<file path="config.mk">
export PLATFORM = sky130hd
export DESIGN_NAME = insn_byte_decoder
export DESIGN_NICKNAME = d
export VERILOG_FILES = /design/src/rtl/insn_byte_decoder.sv
export SDC_FILE = /design/constraint.sdc
export NUM_CORES = 1
export LEC_CHECK = 0
export ABC_AREA = 1
export BUFFER_PORTS_ARGS = -buffer_cell sky130_fd_sc_hd__buf_2
export CELL_PAD_IN_SITES_DETAIL_PLACEMENT = 1
export CELL_PAD_IN_SITES_GLOBAL_PLACEMENT = 1
export CORE_MARGIN = 2
export CORE_UTILIZATION = 37
export CTS_BUF_LIST = sky130_fd_sc_hd__clkbuf_4
export CTS_CLUSTER_SIZE = 14
export DETAILED_ROUTE_END_ITERATION = 16
export PLACE_DENSITY = 0.79
export SLEW_MARGIN = 20
export SYNTH_ARGS = -nofsm -noshare
export SYNTH_HDL_FRONTEND = slang
export SYNTH_SLANG_ARGS = --single-unit
</file>
<file path="constraint.sdc">
create_clock -name clk -period 1.7 [get_ports clk]
set_input_delay 0.255 -clock clk [delete_from_list [all_inputs] [get_ports clk]]
set_output_delay 0.255 -clock clk [all_outputs]
set_load 0.01 [all_outputs]
</file>
<file path="src/rtl/insn_byte_decoder.sv">
module insn_byte_decoder (
  input  logic        clk,
  input  logic        rst,
  input  logic        in_valid,
  input  logic [7:0]  in_byte,
  output logic        in_ready,
  output logic        out_valid,
  input  logic        out_ready,
  output logic [3:0]  out_op,
  output logic [1:0]  out_mode,
  output logic [1:0]  out_len,
  output logic [15:0] out_operand,
  output logic        out_illegal
);

  localparam logic [1:0] M_INH = 2'd0, M_IMM = 2'd1, M_DIR = 2'd2;

  typedef enum logic [1:0] {S_OPC, S_OP1, S_OP2, S_OUT} st_t;
  st_t st;

  logic [3:0] dec_op;
  logic [1:0] dec_mode, dec_len;
  logic       dec_ill;

  always_comb begin
    dec_op = 4'd15; dec_mode = M_INH; dec_len = 2'd0; dec_ill = 1'b0;
    case (in_byte)
      8'h01: dec_op = 4'd0;
      8'h86: begin dec_op = 4'd1; dec_mode = M_IMM; dec_len = 2'd1; end
      8'hC6: begin dec_op = 4'd2; dec_mode = M_IMM; dec_len = 2'd1; end
      8'h8B: begin dec_op = 4'd4; dec_mode = M_IMM; dec_len = 2'd1; end
      8'hCB: begin dec_op = 4'd5; dec_mode = M_IMM; dec_len = 2'd1; end
      8'hCC: begin dec_op = 4'd3; dec_mode = M_IMM; dec_len = 2'd2; end
      8'hC3: begin dec_op = 4'd6; dec_mode = M_IMM; dec_len = 2'd2; end
      8'h96: begin dec_op = 4'd1; dec_mode = M_DIR; dec_len = 2'd1; end
      8'hD6: begin dec_op = 4'd2; dec_mode = M_DIR; dec_len = 2'd1; end
      8'hDC: begin dec_op = 4'd3; dec_mode = M_DIR; dec_len = 2'd1; end
      8'h9B: begin dec_op = 4'd4; dec_mode = M_DIR; dec_len = 2'd1; end
      8'hDB: begin dec_op = 4'd5; dec_mode = M_DIR; dec_len = 2'd1; end
      8'hD3: begin dec_op = 4'd6; dec_mode = M_DIR; dec_len = 2'd1; end
      8'h97: begin dec_op = 4'd7; dec_mode = M_DIR; dec_len = 2'd1; end
      8'hD7: begin dec_op = 4'd8; dec_mode = M_DIR; dec_len = 2'd1; end
      8'hDD: begin dec_op = 4'd9; dec_mode = M_DIR; dec_len = 2'd1; end
      default: dec_ill = 1'b1;
    endcase
  end

  assign in_ready  = (st != S_OUT);
  assign out_valid = (st == S_OUT);
  wire   take      = in_valid && in_ready;

  always_ff @(posedge clk) begin
    if (rst) begin
      st          <= S_OPC;
      out_op      <= 4'd0;
      out_mode    <= M_INH;
      out_len     <= 2'd0;
      out_operand <= 16'h0000;
      out_illegal <= 1'b0;
    end else begin
      case (st)
        S_OPC: if (take) begin
          out_op      <= dec_op;
          out_mode    <= dec_mode;
          out_len     <= dec_len;
          out_illegal <= dec_ill;
          out_operand <= 16'h0000;
          st          <= (dec_len == 2'd0) ? S_OUT : S_OP1;
        end
        S_OP1: if (take) begin
          if (out_len == 2'd1) begin
            out_operand <= {8'h00, in_byte};
            st          <= S_OUT;
          end else begin
            out_operand[15:8] <= in_byte;
            st                <= S_OP2;
          end
        end
        S_OP2: if (take) begin
          out_operand[7:0] <= in_byte;
          st               <= S_OUT;
        end
        default: if (out_ready) st <= S_OPC;
      endcase
    end
  end

  a_r1_reset_clears: assert property (@(posedge clk) rst |=> !out_valid && in_ready);

  a_r7_hold_record: assert property (@(posedge clk) disable iff (rst)
    out_valid && !out_ready |=> out_valid && $stable(out_op) && $stable(out_mode)
      && $stable(out_len) && $stable(out_operand) && $stable(out_illegal));

  a_r7_stall_input: assert property (@(posedge clk) disable iff (rst)
    out_valid |-> !in_ready);

  a_r6_illegal_short: assert property (@(posedge clk) disable iff (rst)
    out_valid && out_illegal |-> out_len == 2'd0 && out_op == 4'd15);

  a_r4_wide_imm: assert property (@(posedge clk) disable iff (rst)
    out_valid && out_mode == M_IMM && (out_op == 4'd3 || out_op == 4'd6) |-> out_len == 2'd2);

  a_r3_narrow_zero_ext: assert property (@(posedge clk) disable iff (rst)
    out_valid && out_len == 2'd1 |-> out_operand[15:8] == 8'h00);

endmodule

</file>
==> flow_summary.json <==
{
  "synthesis.nets": 230,
  "syn_inst": 213,
  "worst-setup-path-type": "flip-flop to flip-flop",
  "p_leak_nw": 0.888,
  "cp_slowest_cell": "dfxtp_4",
  "syn_to_final_growth_pct": 24.2,
  "vias_per_cell": 4.96,
  "postRouteAntennaNets": 0,
  "drt_wl_total_mm": 3.85,
  "cts_htree_levels": 1,
  "chipWidth_um": 66.5,
  "drt_iter0_markers": 70,
  "final_cell_mix": "nand2_1, buf_2, dfxtp_1",
  "layout.cells.non_filler": 303,
  "hold_violations": 0,
  "ys_ff_latch": 27,
  "die_area_sq_um": 4420,
  "port_buffers": 38,
  "coreArea_sq_um": 3720,
  "clk_latency_ns": 0.31,
  "dr.pass1.iters": 4,
  "hold_class": "primary input to flip-flop",
  "final_nets": 273,
  "ios": 39,
  "final_common_cell": "nand2_1",
  "fin_crit_ns": 1.62,
  "setup_violations": 0,
  "gp_congestion": 0.820,
  "slew_headroom_pct": 74.1,
  "rsz0062_at_grt": "yes",
  "numCtsBuffers": 3,
  "first_global_vias": 1466,
  "rows": 22,
  "clock_skew_ns": 0.00342,
  "post_cts_buffers": 0,
  "dp.cells": 299,
  "n_antenna_cell": 0,
  "required_ns": 1.94,
  "r2r-start": "st[0]",
  "startpoint_type": "flip-flop",
  "start_util_pct": 38.9,
  "seq_area_frac_synth_pct": 37.4,
  "cap_viol_max_count": 0,
  "irDropWorstVdd_mv": 0.440,
  "num_vias": 1502,
  "crit_path_frequent_cell": "nor2_2",
  "dp_hpwl_mm": 3.05,
  "fin_crit_sh_pct": 95.3,
  "drc": 0,
  "pre_cts_ws_ns": -0.0131,
  "grt_max_degree": 20,
  "postLayoutSetupSlackWorst_ns": 0.0803,
  "wl_per_cell_um": 12.7,
  "worstPathArrival_ns": 1.86,
  "cts_hold_buf": 0,
  "die_h_um": 66.5,
  "overflow": 0,
  "grt_usage_pct": 19.1,
  "max_stage_delay_ns": 0.40,
  "cp_cell_sequence": "inv_1, ha_2, nor2_2, inv_2, o21ai_4, o31ai_4, nor2_2, o31ai_1, a21oi_1",
  "worst_slew_pin_slew_ns": 0.385,
  "cts_tree": "done",
  "status": "finished clean",
  "cts_sinks": 27,
  "cts_max_path_buffers": 2,
  "drive_gt1_share_pct": 30.6,
  "syn_area_per_cell_sq_um": 6.78,
  "grt_pass1_wl_mm": 6.59,
  "synth_area_sq_um": 1450,
  "antenna_found_initial": 0,
  "hold_start": "in_byte[5]",
  "max_freq_ghz": 0.617,
  "ys.warnings.count": 0,
  "slew_viol_final": 0,
  "path_max_fanout": 5,
  "endpoint_kind": "flip-flop",
  "rrSetupSlack_ns": 0.08,
  "critPathLaunch": "st[0]",
  "p_per_area_nw_per_um2": 1230,
  "ys_types": 25,
  "clk_pin_slew_ns": 0.14,
  "cts_root_buf": "clkbuf_4"
}
[registers in the layout, indices dropped and copies added (netlist names)]
| signal | cells |
|---|---|
| out_mode | 2 |
| out_operand | 16 |
| out_op | 4 |
| out_illegal | 1 |
| out_len | 2 |
| st | 2 |
[routing by layer]
metal / GRT usage (%) / share of wire (%)
met1: 24.9 / 47
met2: 32.9 / 48
met3: 3.38 / 3.6
met4: 3.83 / 0.60
met5: 0 / 0
[area by class of cell]
| type | instances | area (sq um) |
|---|---|---|
| Inverter | 28 | 108 |
| Sequential cell | 27 | 548 |
| Multi-Input combinational cell | 154 | 830 |
| Timing Repair Buffer | 42 | 220 |
| Clock buffer | 4 | 30.0 |
| Tap cell | 48 | 60.1 |
| Fill cell | 514 | 1920 |
[repair_timing]
item / 4_1_cts / 5_1_grt
gates resized for setup: 2 / 14
gates cloned: 0 / 0
setup endpoints to repair: 1 / 11
pin swaps: 0 / 4
[worst max-delay path: cells and delay by family (launching register included)]
family                     cells  cell delay (ns)
AOI/OAI and AO/OA              4             0.56
DFF                            1             0.40
and+or+nand+nor                2             0.26
adders and majority gates      1             0.21
buffers and inverters          2             0.13
[final timing paths]
path                                   endpoint  cells after the start
worst max-delay path                      st[0]                      9
worst min-delay path            out_operand[13]                      3
worst max register to register            st[0]                      9
worst min register to register   out_operand[0]                      2
[cell families after synthesis]
logic type,synth area share [%]
flops,37.4
fa+ha+maj,4.33
simple gates,34.7
buf+inv,8.31
compound gates,15.2
[metrics by stage]
step | instance area, sq um | util [%] | hold slack [ns] | power [mW] | TNS (ns)
floorplan | 1450 | - | 0.400 | 1.48 | 0
global route | 1800 | 48.3 | 0.204 | 2.42 | -0.208
global placement | 1710 | 46.0 | 0.450 | 1.80 | 0
CTS | 1740 | 46.9 | 0.201 | 2.12 | 0
detailed placement | 1710 | 46.0 | 0.453 | 1.82 | -0.0131
finish | 1800 | 48.3 | 0.205 | 2.21 | 0
[synth_stat cells (all sizes together)]
cell    number  area, sq um
a22oi        4         30.0
nor3         3         15.0
o211ai       2         15.0
nor2        31          131
nand3       18          100
inv         28          105
a21oi       22          118
nor4         2         12.5
o21bai       1         7.51
nor3b        1         12.5
nand2       54          218
ha           5         62.6
o31ai        2         15.0
dfxtp       27          541
nand4        1         6.26
clkbuf       4         15.0
and3         1         6.26
o21ai        7         35.0
[report_power, final]
part	switching (mW)	total, mW	internal, mW
clock network	0.185	0.293	0.108
logic	0.642	1.05	0.404
registers	0.0854	0.874	0.789
(Power assumes the default switching activity.)
